**src/rtl/pio_pkg.sv**
```systemverilog
package pio_pkg;
  // Word indices (byte offset / 4) decoded by software drivers.
  localparam int unsigned OFS_MASK  = 0;
  localparam int unsigned OFS_DIR   = 1;
  localparam int unsigned OFS_OUT   = 2;
  localparam int unsigned OFS_TRIG  = 3;
  localparam int unsigned OFS_EDGE  = 4;
  localparam int unsigned OFS_LVL   = 5;
  localparam int unsigned OFS_SMASK = 6;
  localparam int unsigned OFS_SOUT  = 7;
  localparam int unsigned OFS_BFOUT = 8;
  localparam int unsigned OFS_STAT  = 9;
  localparam int unsigned OFS_ALT   = 10;
  localparam int unsigned OFS_SCONF = 11;
  localparam int unsigned OFS_PINS  = 12;
  localparam int unsigned NUM_CFG   = 12;
  localparam int unsigned AUTOSLEEP_BIT = 1;

  typedef enum logic [1:0] {
    DRV_NORMAL = 2'd0,
    DRV_SLEEP  = 2'd1,
    DRV_FAULT  = 2'd2
  } drv_src_e;
endpackage

```
**src/rtl/pio_sync.sv**
```systemverilog
module pio_sync #(
  parameter int W      = 1,
  parameter int STAGES = 2
) (
  input  logic         clk,
  input  logic         rst_n,
  input  logic [W-1:0] d,
  output logic [W-1:0] q
);
  logic [W-1:0] stg_q [STAGES];

  generate
    for (genvar s = 0; s < STAGES; s++) begin : g_stage
      logic [W-1:0] stg_d;
      if (s == 0) begin : g_first
        assign stg_d = d;
      end else begin : g_next
        assign stg_d = stg_q[s-1];
      end
      always_ff @(posedge clk or negedge rst_n) begin
        if (!rst_n) stg_q[s] <= '0;
        else        stg_q[s] <= stg_d;
      end
    end
  endgenerate

  assign q = stg_q[STAGES-1];
endmodule

```
**src/rtl/pio_detect.sv**
```systemverilog
module pio_detect #(
  parameter int W = 16
) (
  input  logic         clk,
  input  logic         rst_n,
  input  logic [W-1:0] pin_s,
  input  logic [W-1:0] trig,
  input  logic [W-1:0] edge_sel,
  input  logic [W-1:0] lvl_sel,
  input  logic         clr_en,
  input  logic [W-1:0] clr_mask,
  output logic [W-1:0] det,
  output logic [W-1:0] stat
);
  logic [W-1:0] prev_q, stat_q, stat_d;
  logic [W-1:0] rise, fall, edge_hit, lvl_hit, clr_bits;

  always_comb begin
    rise     = pin_s & ~prev_q;
    fall     = ~pin_s & prev_q;
    edge_hit = (edge_sel & rise) | (~edge_sel & fall);
    lvl_hit  = ~(pin_s ^ lvl_sel);
    det      = (trig & edge_hit) | (~trig & lvl_hit);
    clr_bits = clr_en ? clr_mask : '0;
    stat_d   = (stat_q & ~clr_bits) | det;
  end

  always_ff @(posedge clk or negedge rst_n) begin
    if (!rst_n) begin
      prev_q <= '0;
      stat_q <= '0;
    end else begin
      prev_q <= pin_s;
      stat_q <= stat_d;
    end
  end

  assign stat = stat_q;
endmodule

```
**src/rtl/pio_regs.sv**
```systemverilog
module pio_regs
  import pio_pkg::*;
#(
  parameter int W  = 16,
  parameter int AW = 6
) (
  input  logic          clk,
  input  logic          rst_n,
  input  logic [AW-1:0] bus_addr,
  input  logic          bus_we,
  input  logic [W-1:0]  bus_wdata,
  output logic [W-1:0]  bus_rdata,
  input  logic [W-1:0]  stat,
  input  logic [W-1:0]  pin_s,
  output logic [W-1:0]  mask,
  output logic [W-1:0]  dir,
  output logic [W-1:0]  dout,
  output logic [W-1:0]  trig,
  output logic [W-1:0]  edge_sel,
  output logic [W-1:0]  lvl_sel,
  output logic [W-1:0]  smask,
  output logic [W-1:0]  sout,
  output logic [W-1:0]  bfout,
  output logic [W-1:0]  alt,
  output logic [W-1:0]  sconf,
  output logic          clr_en
);
  localparam int IW = AW - 2;

  logic [IW-1:0] widx;
  logic [W-1:0]  cfg_q [NUM_CFG];
  logic [W-1:0]  cfg_d [NUM_CFG];
  logic [1:0]    unused_lsb;

  assign widx       = bus_addr[AW-1:2];
  assign unused_lsb = bus_addr[1:0];

  generate
    for (genvar g = 0; g < NUM_CFG; g++) begin : g_cfg
      localparam logic [W-1:0] RST_VAL = (g == OFS_MASK) ? '1 : '0;
      logic wr_en;
      assign wr_en = bus_we && (widx == IW'(g)) && (g != OFS_STAT);
      always_comb cfg_d[g] = wr_en ? bus_wdata : cfg_q[g];
      always_ff @(posedge clk or negedge rst_n) begin
        if (!rst_n) cfg_q[g] <= RST_VAL;
        else        cfg_q[g] <= cfg_d[g];
      end
    end
  endgenerate

  always_comb begin
    bus_rdata = '0;
    for (int i = 0; i < NUM_CFG; i++) begin
      if (widx == IW'(i)) bus_rdata = cfg_q[i];
    end
    if (widx == IW'(OFS_STAT)) bus_rdata = stat;
    if (widx == IW'(OFS_PINS)) bus_rdata = pin_s;
  end

  assign clr_en   = bus_we && (widx == IW'(OFS_STAT));
  assign mask     = cfg_q[OFS_MASK];
  assign dir      = cfg_q[OFS_DIR];
  assign dout     = cfg_q[OFS_OUT];
  assign trig     = cfg_q[OFS_TRIG];
  assign edge_sel = cfg_q[OFS_EDGE];
  assign lvl_sel  = cfg_q[OFS_LVL];
  assign smask    = cfg_q[OFS_SMASK];
  assign sout     = cfg_q[OFS_SOUT];
  assign bfout    = cfg_q[OFS_BFOUT];
  assign alt      = cfg_q[OFS_ALT];
  assign sconf    = cfg_q[OFS_SCONF];
endmodule

```
**src/rtl/pio_drive.sv**
```systemverilog
module pio_drive
  import pio_pkg::*;
#(
  parameter int W = 16
) (
  input  logic         clk,
  input  logic         rst_n,
  input  logic         sleep_s,
  input  logic         fault_s,
  input  logic         autosleep,
  input  logic         irq,
  input  logic [W-1:0] dir,
  input  logic [W-1:0] dout,
  input  logic [W-1:0] sout,
  input  logic [W-1:0] bfout,
  output logic         sleep_mode,
  output logic [W-1:0] pin_out,
  output logic [W-1:0] pin_oe
);
  logic     sleep_prev_q, mode_q, mode_d;
  drv_src_e src;
  logic [W-1:0] level;

  always_comb begin
    if (autosleep) mode_d = (mode_q | (sleep_s & ~sleep_prev_q)) & ~irq;
    else           mode_d = sleep_s;
  end

  always_ff @(posedge clk or negedge rst_n) begin
    if (!rst_n) begin
      sleep_prev_q <= 1'b0;
      mode_q       <= 1'b0;
    end else begin
      sleep_prev_q <= sleep_s;
      mode_q       <= mode_d;
    end
  end

  always_comb begin
    if (fault_s)     src = DRV_FAULT;
    else if (mode_q) src = DRV_SLEEP;
    else             src = DRV_NORMAL;
    case (src)
      DRV_FAULT: level = bfout;
      DRV_SLEEP: level = sout;
      default:   level = dout;
    endcase
  end

  assign sleep_mode = mode_q;
  assign pin_out    = level & dir;
  assign pin_oe     = dir;
endmodule

```
**src/rtl/pio_bank16.sv**
```systemverilog
module pio_bank16
  import pio_pkg::*;
#(
  parameter int PINS  = 16,
  parameter int AW    = 6,
  parameter int SYNC  = 2
) (
  input  logic            clk,
  input  logic            rst_n,
  input  logic [AW-1:0]   bus_addr,
  input  logic            bus_we,
  input  logic [PINS-1:0] bus_wdata,
  output logic [PINS-1:0] bus_rdata,
  input  logic [PINS-1:0] pin_in,
  output logic [PINS-1:0] pin_out,
  output logic [PINS-1:0] pin_oe,
  output logic [PINS-1:0] alt_sel,
  input  logic            sleep_req,
  input  logic            batt_fault,
  output logic            irq
);
  logic [PINS-1:0] pin_s, stat_w, det_w;
  logic [PINS-1:0] mask_q, dir_q, dout_q, trig_q, edge_q, lvl_q;
  logic [PINS-1:0] smask_q, sout_q, bfout_q, sconf_q, eff_mask;
  logic [1:0]      ctl_s;
  logic            sleep_s, fault_s, clr_en, sleep_mode;
  logic            unused_sconf;

  pio_sync #(.W(PINS), .STAGES(SYNC)) u_pin_sync (
    .clk(clk), .rst_n(rst_n), .d(pin_in), .q(pin_s)
  );

  pio_sync #(.W(2), .STAGES(SYNC)) u_ctl_sync (
    .clk(clk), .rst_n(rst_n), .d({batt_fault, sleep_req}), .q(ctl_s)
  );
  assign sleep_s = ctl_s[0];
  assign fault_s = ctl_s[1];

  pio_regs #(.W(PINS), .AW(AW)) u_regs (
    .clk(clk), .rst_n(rst_n),
    .bus_addr(bus_addr), .bus_we(bus_we), .bus_wdata(bus_wdata),
    .bus_rdata(bus_rdata), .stat(stat_w), .pin_s(pin_s),
    .mask(mask_q), .dir(dir_q), .dout(dout_q), .trig(trig_q),
    .edge_sel(edge_q), .lvl_sel(lvl_q), .smask(smask_q), .sout(sout_q),
    .bfout(bfout_q), .alt(alt_sel), .sconf(sconf_q), .clr_en(clr_en)
  );

  pio_detect #(.W(PINS)) u_det (
    .clk(clk), .rst_n(rst_n), .pin_s(pin_s), .trig(trig_q),
    .edge_sel(edge_q), .lvl_sel(lvl_q), .clr_en(clr_en),
    .clr_mask(bus_wdata), .det(det_w), .stat(stat_w)
  );

  always_comb begin
    eff_mask = mask_q | (sleep_mode ? smask_q : '0);
    irq      = |(stat_w & ~eff_mask);
  end

  pio_drive #(.W(PINS)) u_drv (
    .clk(clk), .rst_n(rst_n), .sleep_s(sleep_s), .fault_s(fault_s),
    .autosleep(sconf_q[AUTOSLEEP_BIT]), .irq(irq),
    .dir(dir_q), .dout(dout_q), .sout(sout_q), .bfout(bfout_q),
    .sleep_mode(sleep_mode), .pin_out(pin_out), .pin_oe(pin_oe)
  );

  assign unused_sconf = ^sconf_q;
endmodule

```
**config.mk**
```make
export PLATFORM = sky130hd
export DESIGN_NAME = pio_bank16
export DESIGN_NICKNAME = d
export VERILOG_FILES = /design/src/rtl/pio_pkg.sv /design/src/rtl/pio_sync.sv /design/src/rtl/pio_detect.sv /design/src/rtl/pio_regs.sv /design/src/rtl/pio_drive.sv /design/src/rtl/pio_bank16.sv
export SDC_FILE = /design/constraint.sdc
export NUM_CORES = 1
export LEC_CHECK = 0
export BUFFER_PORTS_ARGS = -buffer_cell sky130_fd_sc_hd__clkbuf_2
export CORE_UTILIZATION = 40
export CTS_CLUSTER_DIAMETER = 100
export DETAILED_ROUTE_END_ITERATION = 10
export PLACE_DENSITY_LB_ADDON = 0.3
export SLEW_MARGIN = 20
export SYNTH_ARGS = -nofsm -noshare
export SYNTH_HDL_FRONTEND = slang
export SYNTH_SLANG_ARGS = --single-unit
export TNS_END_PERCENT = 5
```
**constraint.sdc**
```tcl
create_clock -name clk -period 2.55 [get_ports clk]
set_input_delay 0.765 -clock clk [delete_from_list [all_inputs] [get_ports clk]]
set_output_delay 0.765 -clock clk [all_outputs]
set_load 0.02 [all_outputs]
```
# Word-level counts from Yosys, hierarchy flattened

Index checks and enable logic that the tools add are counted.

Register bits: 246
Output and inout port bits: 65
Bits of input ports: 43
Word-level logic and storage cells: 92

Bitwise operators: 26
Reduce and logical (&&, ||, !) cells: 14
Equal/unequal tests: 14
Muxes and demuxes: 19

Operators by type and width:

| operator                                                              | count |
|---|---|
| 16-bit two-way mux                                                    | 15 |
| 16-bit bitwise AND                                                    | 9 |
| 16-bit NOT                                                            | 7 |
| 16-bit bitwise OR                                                     | 4 |
| 16-bit one-hot mux with 2 select lines                                | 1 |
| 4-bit equality test, second input constant                            | 5 |
| 4-bit by 3-bit equality test with 1-bit output, second input constant | 4 |
| 16-bit OR reduction                                                   | 1 |
| 16-bit bitwise XOR                                                    | 1 |
| 1-bit logical AND                                                     | 12 |
| 4-bit by 2-bit equality test with 1-bit output, second input constant | 2 |
| 4-bit by 1-bit equality test with 1-bit output, second input constant | 1 |
| 4-bit logical NOT                                                     | 1 |
| 1-bit bitwise AND                                                     | 2 |
| 2-bit by 1-bit equality test with 1-bit output, second input constant | 1 |
| 2-bit equality test, second input constant                            | 1 |
| 1-bit two-way mux                                                     | 2 |
| 2-bit two-way mux                                                     | 1 |
| 1-bit NOT                                                             | 2 |
| 1-bit bitwise OR                                                      | 1 |

# Depth between registers and ports, before layout

Gate-level depths: netlist (run 1).

Depth after elaboration: 14
Gate-level depth with buffers: 8
Gate-level depth less buffers: 5

# Hierarchy

From an unflattened synthesis (run 1), not the netlist that was laid out.

Cell total of the unflattened synthesis: 1049
Area total of the unflattened synthesis: 12605.8 um2

Modules (own cells, without submodules):

| module                 | times used | cells an instance | seq. area each (um2) | area an instance (um2) |
|---|---|---|---|---|
| pio_regs               | 1          | 754               | 4424.2               | 9014.9 |
| pio_detect             | 1          | 146               | 800.8                | 1756.7 |
| pio_sync at u_pin_sync | 1          | 32                | 800.8                | 800.8 |
| pio_drive              | 1          | 74                | 50.0                 | 709.4 |
| pio_bank16             | 1          | 39                | 0.0                  | 224.0 |
| pio_sync at u_ctl_sync | 1          | 4                 | 100.1                | 100.1 |

# Least setup slack after synthesis (run 1)

No wires, ideal clock.

Path type: in2out
Start: in bus_addr[4]
End: out bus_rdata[2]
Arrival time: 2.301 ns
Path buffers: 2
Stages on the path: 7
Path slack: -0.516 ns
Required time: 1.785 ns
Cells stage by stage: buf_2 and2b_1 clkbuf_1 a21oi_1 o21ai_0 a32o_1 a211oi_1

Cells in the longest elaborated chain, start to end: 14
Elaborated cells between the ends (all ways): 26
Classes of those cells: 12 x eq/ne; 13 x mux; 1 x reduce/logical

RTL lines:

| what                             | line             | RTL |
|---|---|---|
| from (decl)                      | pio_bank16.sv:10 | `input logic [AW-1:0] bus_addr,` |
| 4-bit logical NOT                | pio_regs.sv:54   | `if (widx == IW'(i)) bus_rdata = cfg_q[i];` |
| 16-bit two-way mux (11 in a row) | pio_regs.sv:54   |  |
| 16-bit two-way mux               | pio_regs.sv:56   | `if (widx == IW'(OFS_STAT)) bus_rdata = stat;` |
| 16-bit two-way mux (*)           | pio_regs.sv:57   | `if (widx == IW'(OFS_PINS)) bus_rdata = pin_s;` |
| to (decl)                        | pio_bank16.sv:13 | `output logic [PINS-1:0] bus_rdata,` |

Every way passes the cells marked *; elsewhere a longest branch is shown, timed or not.

# Worst setup path after layout (run 1)

Start: reg u_regs.cfg_q, in the netlist u_regs.mask[0]
End: out irq

Cells in the longest elaborated chain, start to end: 4

RTL lines:

| what                              | line             | RTL |
|---|---|---|
| from (decl)                       | pio_regs.sv:31   | `logic [W-1:0] cfg_q [NUM_CFG];` |
| from (signal, indexed assignment) | pio_regs.sv:46   | `else cfg_q[g] <= cfg_d[g];` |
| 16-bit bitwise OR                 | pio_bank16.sv:55 | `eff_mask = mask_q \| (sleep_mode ? smask_q : '0);` |
| 16-bit NOT                        | pio_bank16.sv:56 | `irq = \|(stat_w & ~eff_mask);` |
| 16-bit bitwise AND                | pio_bank16.sv:56 |  |
| 16-bit OR reduction               | pio_bank16.sv:56 |  |
| to (decl)                         | pio_bank16.sv:20 | `output logic irq` |

No other way between the ends.

==> impl.org, run 1 <==
** Synthesis
- When the netlist entered floorplanning its net count stood at between 1000 and 1500.
- Async SR Flop Fraction :: 1.00
- Leading cell types by count after synthesis :: dfrtp_1 (230), mux2_2 (164), nand2_1 (128), o21ai_0 (89), a21oi_1 (38)
- The share of synthesized area in the top cell type comes to 0.488.
- Total number of yosys warnings :: 0
- In this run, distinct cell masters in the synthesized netlist total 57.
- Syn_area_per_cell :: between 10 and 15 um^2
- The most common cell in the synthesized netlist is dfrtp_1.
- The most used flip-flop cell after synthesis is dfrtp_1.
- The biggest area contributor in the post-synthesis netlist is dfrtp_1.
- For this run, the register share of the synthesized area comes to 0.523.
- The cell area that synthesis handed to floorplanning was approximately 0.012 mm^2.
- Number of synthesized flops with an enable pin :: 0
- After technology mapping, the gate count stands at between 1000 and 1500.
- Counting flops and latches in the post-synthesis netlist gives roughly 250.
- Ranking of synthesized cells by area :: dfrtp_1 (49%), mux2_2 (16%), nand2_1 (4.1%), o21ai_0 (3.8%), dfstp_2 (3.6%)

** Min path
- Path category of the worst min-delay check :: in -> async

** Drt
- DRC marker count from the first detailed-route iteration :: a little under 900
- DR vias :: 9152
- Before antenna repair, the detailed router went through 6 iterations.
- For this run, design rule violations remaining after detail routing come to 0.
- Wirelength per Cell :: about 22 um
- After detailed routing, the number of vias per cell comes to roughly 5.6.
- Post-route ant nets :: 0
- Aggregate routed wire length :: ~35000 um

** Critical path
- Type of the worst setup path :: reg -> out
- In this run the worst path has a maximum fanout of 2.
- Buffers & Inverters on Critical Path :: 2
- On the critical path the largest part of the delay comes from simple AND/OR/NAND/NOR gates.
- At the worst endpoint, the required time is roughly 1.8 ns.
- Slowest cell on crit path :: dfstp_2
- Cell breakdown of the critical path :: inv_2 > a32o_1 > or4_4 > or3_4 > buf_8
- Worst endpoint data arrival time :: between 2 and 2.5 ns
- CP startpoint kind :: register
- Slowest stage delay, CP :: ~0.54 ns
- Endpoint kind of the worst setup timing path :: output port

** Job
- The tool flagged a number of max-cap violations equal to 0.

** Clock tree
- After clock tree synthesis, the clock-pin slew on the worst setup and hold paths is approximately 0.060 ns.
- TritonCTS created 27 clock buffers.
- TritonCTS built the clock tree.
- For this design, the sink count on the clock tree is between 200 and 250.
- The clock passes through at most 3 buffers.
- At the later pin of the worst-skew pair, clock insertion delay measures 0.54 ns.
- After clock tree synthesis, the flow added hold-fix buffers numbering 0.
- The tree is rooted in a clkbuf_16.
- In this run the number of H-tree levels came out at 1.

** GRT
- Pin count of the biggest net entering global routing :: 71
- Via count of the first global-routing pass :: slightly above 9000
- The first global-routing pass estimated between 50000 and 60000 um of wire.
- GRT Util Overall :: 0.237
- Overflow after GRT :: 0
- The initial antenna violation count came to 1.

** Floorplanning
- Count of standard-cell rows :: between 60 and 70
- The die covers a little over 0.03 mm^2.
- Initial standard-cell utilization of the core :: 0.409
- Pin placement for this block handled between 100 and 150 I/O pins.
- Horizontal die dimension :: approximately 170 um
- Total core area :: between 0.02 and 0.03 mm^2
- Chip Height :: 174 um

** STA
- Post-layout worst setup margin :: -0.644 ns
- Endpoints failing hold :: 0
- Count of pins over their slew limit :: 0
- For the final database, setup skew stands at 0.00765 ns.
- Post-route minimum period :: about 3.2 ns
- Final critical-path share of the clock period :: 1.25
- Setup repair after global routing could not meet its margin everywhere.
- Max-Slew Margin vs Limit :: 0.703
- Number of setup violations in the final report :: 31
- At the pin with the least slew margin, the transition time is approximately 0.44 ns.
- Fmax achieved :: between 300 and 400 MHz

** Layout
- Storage element area :: ~0.0062 mm^2
- Fraction of final layout cells sized beyond drive strength 1 :: 0.426
- Area of the multi-input gates :: roughly 0.0054 mm^2
- Fillers :: 2532
- Final-stage net count :: approximately 1300
- The finished cells cover about 0.015 mm^2.
- The area growth from synthesis to layout is 28.0%.

** Place
- Routability-driven placement finished with a final weighted congestion of 0.900.
- Placed wire-length estimate :: ~25000 um
- Quantity of I/O buffers inserted on ports :: approximately 110
- Once placement finished, the instance area stood at between 0.01 and 0.015 mm^2.
- Pre-CTS setup slack :: -0.651 ns

** Outcome
- The run finished, with violations left.
- The checks that failed: setup timing.

** Pwr
- Leakage Power :: ~6.6 nW
- Total power for the finished layout comes to between 10 and 15 mW.
- Power density over cell area :: between 800 and 900 mW/mm^2
- Max VDD drop :: about 0.5 mV
[cell type report]
| cell class | instances | area share |
|---|---|---|
| antenna | 1 | 0.000166 |
| multi-input combinational | 690 | 0.359 |
| sequential | 246 | 0.409 |
| tap | 384 | 0.0318 |
| clock buffer | 39 | 0.0530 |
| clock inverter | 9 | 0.00828 |
| inverter | 27 | 0.00671 |
| timing repair buffer | 242 | 0.132 |
[power breakdown]
part | total (mW) | internal [mW] | leakage, nW | switching, mW
Clock | 4.04 | 2.47 | 0.453 | 1.58
Combinational | 2.77 | 1.41 | 3.22 | 1.35
Sequential | 5.31 | 4.66 | 2.89 | 0.652
[kinds of logic (layout without fill, tap and decap cells)]
logic type | count (synthesis) | after routing | share of synthesized area
AO/OA/AOI/OAI | 237 | 237 | 0.128
buffers and inverters | 99 | 317 | 0.0384
flip-flops | 246 | 246 | 0.523
multiplexers | 220 | 220 | 0.217
other | 0 | 1 | 0
AND/OR/NAND/NOR | 233 | 233 | 0.0932
[layer usage]
| layer | track usage | part of all wire | up-vias | wire [um] |
|---|---|---|---|---|
| met5 | 0 | 0 | - | 0 |
| met4 | 0.0698 | 0.032 | 0 | 1150 |
| met3 | 0.0386 | 0.061 | 75 | 2150 |
| met2 | 0.368 | 0.45 | 293 | 16100 |
| met1 | 0.341 | 0.45 | 4620 | 16000 |
| li1 | - | - | 4164 | - |
[metrics by stage]
stage	instances	util	TNS [ns]	hold WS (ns)
after CTS	1637	0.518	-10.39	0.0920
after detailed placement	1589	0.481	-25.72	0.335
after global routing	1637	0.524	-11.25	0.103
after floorplan	1035	-	-1.69	0.331
after global placement	1589	0.481	-24.73	0.333
final	1638	0.524	-9.00	0.0983
[placed cells by master, fill, tap and decap left out, drive strengths merged, types with 7 or more instances in the layout]
cell / count
nor2b: 10
nand3b: 16
clkbuf: 123
dfstp: 16
o22ai: 24
a211oi: 12
nor3: 10
a21oi: 38
mux2: 171
dfrtp: 230
and2: 16
a32oi: 7
mux2i: 37
mux4: 12
buf: 158
a32o: 7
nand2: 129
nand3: 10
inv: 27
nor2: 27
o21ai: 92
o221ai: 17
[repair_timing]
item	in CTS	in global routing
gates cloned	0	0
gates resized for setup	49	64
endpoints found under the setup margin	33	33
pin swaps	2	6
buffers inserted	0	0
[worst paths after layout]
| kind | from | to | slack [ns] | cells after the start |
|---|---|---|---|---|
| hold reg to reg | u_pin_sync.g_stage[1].stg_d[4] | u_pin_sync.q[4] | 0.35 | 0 |
| setup reg to reg | u_regs.mask[0] | u_drv.sleep_mode | 0.56 | 5 |
| hold / removal | rst_n | u_regs.bfout[2] | 0.1 | 1 |
| setup / recovery | u_regs.mask[0] | irq | -0.64 | 5 |
| min in group clk | pin_in[7] | u_pin_sync.g_stage[1].stg_d[7] | 0.33 | 1 |
| max in group asynchronous | rst_n | u_regs.lvl_sel[10] | 1.72 | 2 |
Note: power is estimated with default switching activity, not from simulation.
==> run 2, diff against run 1 <==
==> constraint.sdc (replaced) <==
create_clock -name clk -period 2.55 [get_ports clk]
set_input_delay 0.1275 -clock clk [delete_from_list [all_inputs] [get_ports clk]]
set_output_delay 0.1275 -clock clk [all_outputs]
set_load 0.02 [all_outputs]
==> run 2 against run 1 <==
The run still ends with setup timing left. Worst setup slack improved by 0.59 ns. Count of clock-buffer cells in the layout is 3 higher. First-iteration DRC count is 1.7% higher. Sequential share of layout area grew 2.0 points. Non-clock buffer count down 24. Core utilization is 2.4 points lower. Hold slack gained 0.054 ns. Critical endpoint unchanged. Highest routed layer unchanged.
==> impl.org, run 2 (synthesis gave the netlist of run 1 again) <==
** STA
- The hold violation count in the final report was 0.
- Max-Slew Margin vs Limit :: 0.512
- The number of slew-limit violations in the final report was 0.
- At the pin with the least slew margin, the transition time is 0.732 ns.
- RSZ-0062 raised after global routing :: yes
- Skew final :: ~0.016 ns
- After routing, the total negative slack on setup checks comes to -0.0507 ns.
- Number of setup violations in the final report :: 1
- Of the available clock period, the critical path in the final layout requires 1.02.
- Post-route minimum period :: between 2 and 3 ns
- After layout, the worst setup slack is -0.0507 ns.
- Fmax achieved :: roughly 380 MHz

** GRT
- Global-route wire length before repair :: roughly 55000 um
- Met3 Track Usage GR :: 0.0428
- Layer with the highest usage :: met2
- Via count of the first global-routing pass :: 9088
- Entering global routing, the biggest net connects 90 pins.
- Summed over all layers, the global routing overflow is 0.
- For met2 alone, demand over resource in global routing was 0.363.
- For this run, global-route usage on met1 was measured as 0.336.
- GRT Util Overall :: 0.236
- The initial antenna violation count was 0.

** Critical path
- The critical path is of the reg -> out type.
- In this design, the largest share of critical-path delay is due to simple AND/OR/NAND/NOR gates.
- Worst reg2reg setup slack :: between 0.4 and 0.5 ns
- Launching point of the worst reg2reg path :: u_drv.sleep_mode
- Data on the critical path is required at its endpoint by about 2.4 ns.
- Measured in cells, the most critical reg-to-reg path has a length of 7.
- Max FO, Critical Path :: 6
- CP startpoint kind :: register
- RR Endpoint :: u_drv.sleep_mode
- Slowest cell on crit path :: dfrtp_2
- Cell breakdown of the critical path :: buf_4 > nand2_1 > a32o_1 > or4_4 > or3_4 > buf_8
- Buffers & Inverters on Critical Path :: 2
- Endpoint kind of the worst setup timing path :: output port
- The largest single stage delay on the critical path is roughly 0.46 ns.
- At the worst endpoint, the arrival time is 2.47 ns.

** Layout
- Relative area change from synthesis to final layout :: 22.1%
- The layout has between 2000 and 3000 filler cells.
- The count of cells in the finished layout, fillers not included, comes to around 1600.
- Most frequent standard cell in the layout excluding fill and tap cells :: dfrtp_1
- At the end of the flow, the number of nets in the layout was ~1300.
- The multi-input combinational cells in the finished layout cover a total of a little over 0.005 mm^2.
- Storage element area :: between 0.006 and 0.007 mm^2
- Of the cells placed in the final design, the portion with a size suffix greater than 1 is 0.355.
- The library cells used most frequently in the layout, excluding fill and tap cells, are dfrtp_1 (229), mux2_2 (164), nand2_1 (128).
- Number of antenna cells inserted :: 0
- The finished cells cover roughly 0.014 mm^2.

** Min path
- Path category of the worst min-delay check :: in -> reg
- The worst hold path terminates at u_det.stat[15].
- Critical hold path startpoint :: bus_we
- Hold Crit Depth :: 4

** Place
- The placed instances occupy a cell area of roughly 0.013 mm^2.
- Before CTS, the worst setup slack after placement is 0.362 ns.
- After detailed placement, the design holds a cell count of roughly 1500.
- After legalization and detailed placement, the total HPWL measured roughly 24000 um.
- Input and output buffers added on the ports amount to approximately 110.
- Final weighted congestion in routability-driven placement :: a little over 0.9

** Clock tree
- CTS root buf :: clkbuf_16
- The clock drives roughly 250 sinks.
- Counting along the longest clock path gives a buffer depth of 3.
- After clock tree synthesis, the clock-pin slew on the worst setup and hold paths is approximately 0.060 ns.
- Counting the buffers created by CTS gives 28.
- Number of H-tree levels :: 1
- CTS tree :: yes
- Clock latency on the worst-skew pair, taken at its later pin, is ~0.56 ns.

** Floorplanning
- For this design the top-level I/O count stands at between 100 and 150.
- The die is roughly 170 um wide.
- The die covers between 0.03 and 0.04 mm^2.
- The initial utilization of the core area, before any placement, comes to 0.409.
- Total core area :: ~0.029 mm^2
- Count of standard-cell rows :: 62
- Chip Height :: 174 um

** Job
- Across the run, the number of max-cap violations was 0.

** Pwr
- IR analysis of the VDD net gives a maximum drop of roughly 0.6 mV.
- Power density over cell area :: ~820 mW/mm^2
- The design draws 11.8 mW.
- Leakage Power :: 6.26 nW

** Outcome
- Result of the run :: finished, violations left
- Failing checks :: setup timing

** Drt
- Detailed routing inserted a total of around 9100 vias.
- The first routing iteration left just under 900 violations.
- Aggregate routed wire length :: ~35000 um
- For this run, the detailed router's first-pass iteration total came to 5.
- Dividing the detail-routed wire length by the instance count gives between 20 and 25 um.
- Via-to-Cell Ratio :: approximately 5.7
- In the routed design, unresolved DRC markers number 0.
- In this run the remaining antenna-violating nets after routing total 0.
run 2: cell types whose count changed in the layout (fill, tap and decap cells not counted), sizes merged:
cell / change
clkinvlp: -1
clkbuf: +20
inv: +1
bufinv: -1
clkinv: +2
diode: -1
buf: -76
dlygate4sd3: +35
run 2: where the power goes:
part,internal (mW),switching [mW],total [mW]
combinational,1.20,1.26,2.46
clock,2.38,1.60,3.98
sequential,4.66,0.653,5.31
total,8.24,3.52,11.8
run 2: worst max-delay path by stage:
| stage | start | depth (start not counted) | to |
|---|---|---|---|
| after floorplan | u_regs.mask[0] | 5 | u_drv.sleep_mode |
| after global placement | bus_addr[4] | 8 | bus_rdata[8] |
| after detailed placement | bus_addr[3] | 8 | bus_rdata[15] |
| after CTS | u_regs.mask[0] | 5 | irq |
| after global routing | u_regs.mask[0] | 5 | irq |
| final | u_drv.sleep_mode | 6 | irq |
run 2: through the flow:
step	utilization	hold slack (ns)
after detailed placement	0.454	0.191
after floorplan	-	-0.168
after global routing	0.500	0.166
after global placement	0.454	0.189
final	0.500	0.152
after CTS	0.499	0.128
run 2: tightest hold or removal path, cell delays in order:
cell and delay, ns:
clkbuf_2 0.12, and3_1 0.19, nand2_1 0.09, a221o_1 0.15
run 2: what timing repair did:
action	in CTS	in global routing
cloned	0	0
pin swaps	1	1
setup endpoints to repair	1	1
gates resized for setup	4	3
buffers inserted	3	1
endpoints found under the hold margin	141	0
hold buffers	35	0
run 2: layout make-up:
class	instances	area share
tap	384	0.0333
clock buffer	42	0.0557
multi-input combinational	690	0.360
sequential	246	0.429
inverter	27	0.00703
clock inverter	10	0.00816
timing repair buffer	218	0.107
run 2: routing by layer:
layer / routed length (um) / part of all wire / up-vias
met1: 15700 / 0.44 / 4583
met2: 16000 / 0.45 / 373
li1: - / - / 4104
met5: 0 / 0 / -
met4: 1190 / 0.034 / 0
met3: 2470 / 0.070 / 85
==> run 3, diff against run 2 <==
- ABC_AREA: default -> 1
==> run 3 against run 2 <==
The run now ends clean. Sequential share of layout area grew 3.6 points. Sequential cell count is the same. Clock power grew 8.0%. Via count grew 6.1%. Synthesized area down 5.8%. Register-to-register slack gained 0.46 ns. Wire length is 7.2% lower. Total power decreased by 4.7%. Hold slack lost 0.091 ns. Largest power group unchanged. First-iteration DRC count is 9.8% higher. Maximum frequency is 12% higher. Cell area is 7.7% lower.
==> impl.org, run 3 <==
** Place
- Cell Count Post-Placement :: around 1800
- The congestion estimate from routability-driven global placement came to 0.888.
- Quantity of I/O buffers inserted on ports :: 105
- Placed wire-length estimate :: 22900 um

** STA
- Least-Margin Pin Slew :: roughly 0.90 ns
- Max-Slew Margin vs Limit :: 0.399
- Setup repair after global routing left no endpoint under its margin.
- Across the routed clock network, the largest skew measured is 0.0100 ns.
- Final critical-path share of the clock period :: 0.912
- Endpoints failing hold :: 0
- Count of pins over their slew limit :: 0
- Fmax achieved :: between 400 and 500 MHz
- Post-route minimum period :: about 2.3 ns
- After routing, the total negative slack on setup checks comes to 0 ns.
- Setup violations remaining at the end of the flow were counted as 0.

** Drt
- After detailed routing, the average wire length per cell comes to ~18 um.
- The count of nets left with antenna violations once routing finished came out at 0.
- The detailed router placed 9705 vias in this run.
- After detailed routing, the number of remaining DRC violations is 0.
- DRC marker count from the first detailed-route iteration :: 976
- Aggregate routed wire length :: roughly 33000 um
- Via-to-Cell Ratio :: between 5 and 6
- Drt first pass iters :: 5

** Floorplanning
- Count of boundary I/O pins :: between 100 and 150
- Total core area :: about 0.027 mm^2
- Horizontal die dimension :: approximately 170 um
- The die covers approximately 0.028 mm^2.
- Initial standard-cell utilization of the core :: 0.410
- The floorplan has 60 rows.
- The floorplan step set the die height to approximately 170 um.

** Synthesis
- After synthesis, the largest family of logic cells by area is simple AND/OR/NAND/NOR gates.
- Complex-gate fraction of the synthesized area :: 0.153
- Post-synthesis sequential element count :: ~250
- Yosys mapped a number of flops with a built-in enable equal to 0.
- Share of synthesized area occupied by flip-flops and latches :: 0.555
- When the netlist entered floorplanning its net count stood at roughly 1400.
- Syn_area_per_cell :: approximately 8.2 um^2
- In the synthesized netlist, the number of instances is 1348.
- Top-count cell post-synth :: nand2_1
- The commonest cells after synthesis are nand2_1 (403), o21ai_0 (231), dfrtp_1 (230), inv_1 (112), nand3_1 (80).
- After synthesis, the share of flip-flops with an asynchronous set or reset is 1.00.
- Number of distinct library cells after synthesis :: 24
- Sorting the synthesized cells by area gives the leading types as dfrtp_1 (52%), nand2_1 (14%), o21ai_0 (10%), dfstp_2 (3.8%), inv_1 (3.8%).
- Of the total synthesized cell area, the portion taken by XOR and XNOR cells is 0.0126.
- The cell area that synthesis handed to floorplanning was 0.0111 mm^2.
- Of the total synthesized cell area, the portion taken by full adders, half adders and majority gates is 0.
- Predominant post-synthesis flop cell :: dfrtp_1
- Mux share of post-synthesis cell area :: 0
- Cell taking the most area after synthesis :: dfrtp_1
- Total number of yosys warnings :: 0
- Share of the synthesized area in the top cell type :: 0.518
- Area fraction in and, or, nand and nor cells after synthesis :: 0.213

** Critical path
- STA classifies the critical path endpoint as an output port.
- CP startpoint kind :: register
- For this run, the slowest stage of the critical path takes around 0.53 ns.
- Data on the critical path arrives at its endpoint at around 2.2 ns.
- For the worst setup path, the data required time is ~2.4 ns.
- The worst register-to-register path ends at u_drv.sleep_mode.
- The worst register-to-register path has a setup slack of 0.91 ns.
- Launching point of the worst reg2reg path :: u_drv.sleep_mode
- The signal on the critical path passes through inv_1 > nand2_1 > o21ai_0 > o21ai_0 > inv_1 > clkbuf_2.
- Crit path capture :: pin_out[1]
- The critical path contains buffers and inverters numbering 3 combined.
- On the critical path, the stage with the largest delay is an instance of dfrtp_1.
- FF-to-FF path depth :: 7
- The critical path runs through a total of 6 cells.
- Category of cells accounting for the largest share of critical-path delay :: flip-flops
- Worst setup path startpoint :: u_ctl_sync.q[1]
- Type of the worst setup path :: reg -> out
- Max FO, Critical Path :: 13

** GRT
- Met1 capacity usage during global routing :: 0.359
- Met3 Track Usage GR :: 0.0369
- The number of global-route vias before repair came to between 8000 and 9000.
- The global routing stage identified its most utilized layer as met1.
- The first global-routing pass estimated between 50000 and 60000 um of wire.
- Across every metal layer, demand over resource in global routing totals 0.236.
- Met2 Use GR :: 0.339
- Entering global routing, the biggest net connects between 70 and 80 pins.
- Initial antenna violation count :: 0
- Overflow after GRT :: 0

** Clock tree
- In this run the number of H-tree levels came out at 1.
- The root buffer cell chosen for the clock tree is clkbuf_16.
- Largest buffer count on any clock path :: 3
- The number of clock buffers added by TritonCTS is 27.
- CTS tree :: yes
- Clock latency reported for the late side of the worst-skew pair :: between 0.5 and 0.6 ns
- Clock-pin slew was measured on the worst setup and hold paths at around 0.06 ns.
- Number of buffers inserted to repair setup after CTS :: 0
- Clock net sink count :: approximately 250

** Layout
- The multi-input combinational cells in the finished layout cover a total of 0.00422 mm^2.
- Fraction of final layout cells sized beyond drive strength 1 :: 0.148
- Final-stage net count :: between 1500 and 2000
- In the layout the commonest cells are nand2_1 (403), o21ai_0 (231), dfrtp_1 (230).
- The sequential cells in the finished layout cover a total of slightly above 0.006 mm^2.
- Post-layout instance count excluding filler cells :: 1854
- The library cell used most frequently in the layout, excluding fill and tap cells, is nand2_1.
- Relative area change from synthesis to final layout :: 19.7%
- Counting the fill cells in the layout gives 2598.
- The number of antenna diodes in the final layout is 0.

** Pwr
- The worst-case IR drop observed on VDD is between 0.4 and 0.5 mV.
- Leakage Power :: between 6 and 7 nW
- Power density over cell area :: roughly 840 mW/mm^2

** Min path
- Path category of the worst min-delay check :: in -> reg

** Job
- Across the run, the number of max-cap violations was 0.

** Outcome
- Result of the run :: finished clean
run 3: cell families after synthesis:
kind of cell / Yosys count
simple gates: 572
buf+inv: 191
compound gates: 323
xor+xnor: 16
flops: 246
run 3: worst register-to-register path: stages (launching register included):
cell     delay (ns)
dfrtp_1        0.42
buf_4          0.30
a21oi_1        0.13
nand2_1        0.08
nand4_1        0.15
nor2_1         0.18
nand2_1        0.16
o22ai_1        0.14
run 3: layout make-up:
class / instances / share of cell area
inverter: 113 / 0.0319
tap: 372 / 0.0350
timing repair buffer: 163 / 0.0784
multi-input combinational: 911 / 0.317
clock inverter: 10 / 0.0150
sequential: 246 / 0.464
clock buffer: 39 / 0.0587
run 3: repair_timing:
action | 4_1_cts | 5_1_grt
endpoints found under the hold margin | 83 | 0
hold buffers | 19 | 0
resized for setup | 0 | 0
run 3: per-stage QoR:
stage          cell area (um^2)   util  power (mW)  worst slack (ns)  hold slack [ns]
2_1_floorplan             11100      -        6.18             0.993           -0.168
3_3_place_gp              12100  0.448        6.87             0.644            0.118
3_5_place_dp              12100  0.448        6.94             0.544            0.119
4_1_cts                   13300  0.491        11.3             0.196           0.0486
5_1_grt                   13300  0.491        11.8            0.0902           0.0913
6_report                  13300  0.491        11.2             0.223           0.0610
run 3: how the worst min path moves through the flow:
stage,depth (start not counted),end,startpoint,slack [ns]
detailed placement,1,u_pin_sync.g_stage[1].stg_d[3],rst_n,0.12
finish,3,u_regs.dir[4],bus_wdata[4],0.06
floorplan,0,u_ctl_sync.g_stage[1].stg_d[0],rst_n,-0.17
CTS,3,u_regs.dir[4],bus_wdata[4],0.05
global placement,1,u_pin_sync.g_stage[1].stg_d[3],rst_n,0.12
global route,3,u_regs.sconf[4],bus_wdata[4],0.09
run 3: metal layers:
metal | vias to the layer above | routed length (um) | part of all wire
met3 | 50 | 2680 | 0.082
met2 | 413 | 14000 | 0.43
met1 | 4591 | 15300 | 0.47
met4 | 0 | 882 | 0.027
li1 | 4651 | - | -
met5 | - | 0 | 0
run 3: power breakdown:
part           switching (mW)  leakage (nW)  internal [mW]
clock network            1.58         0.483           2.72
logic                    1.13          2.87          0.634
registers               0.575          2.97           4.57
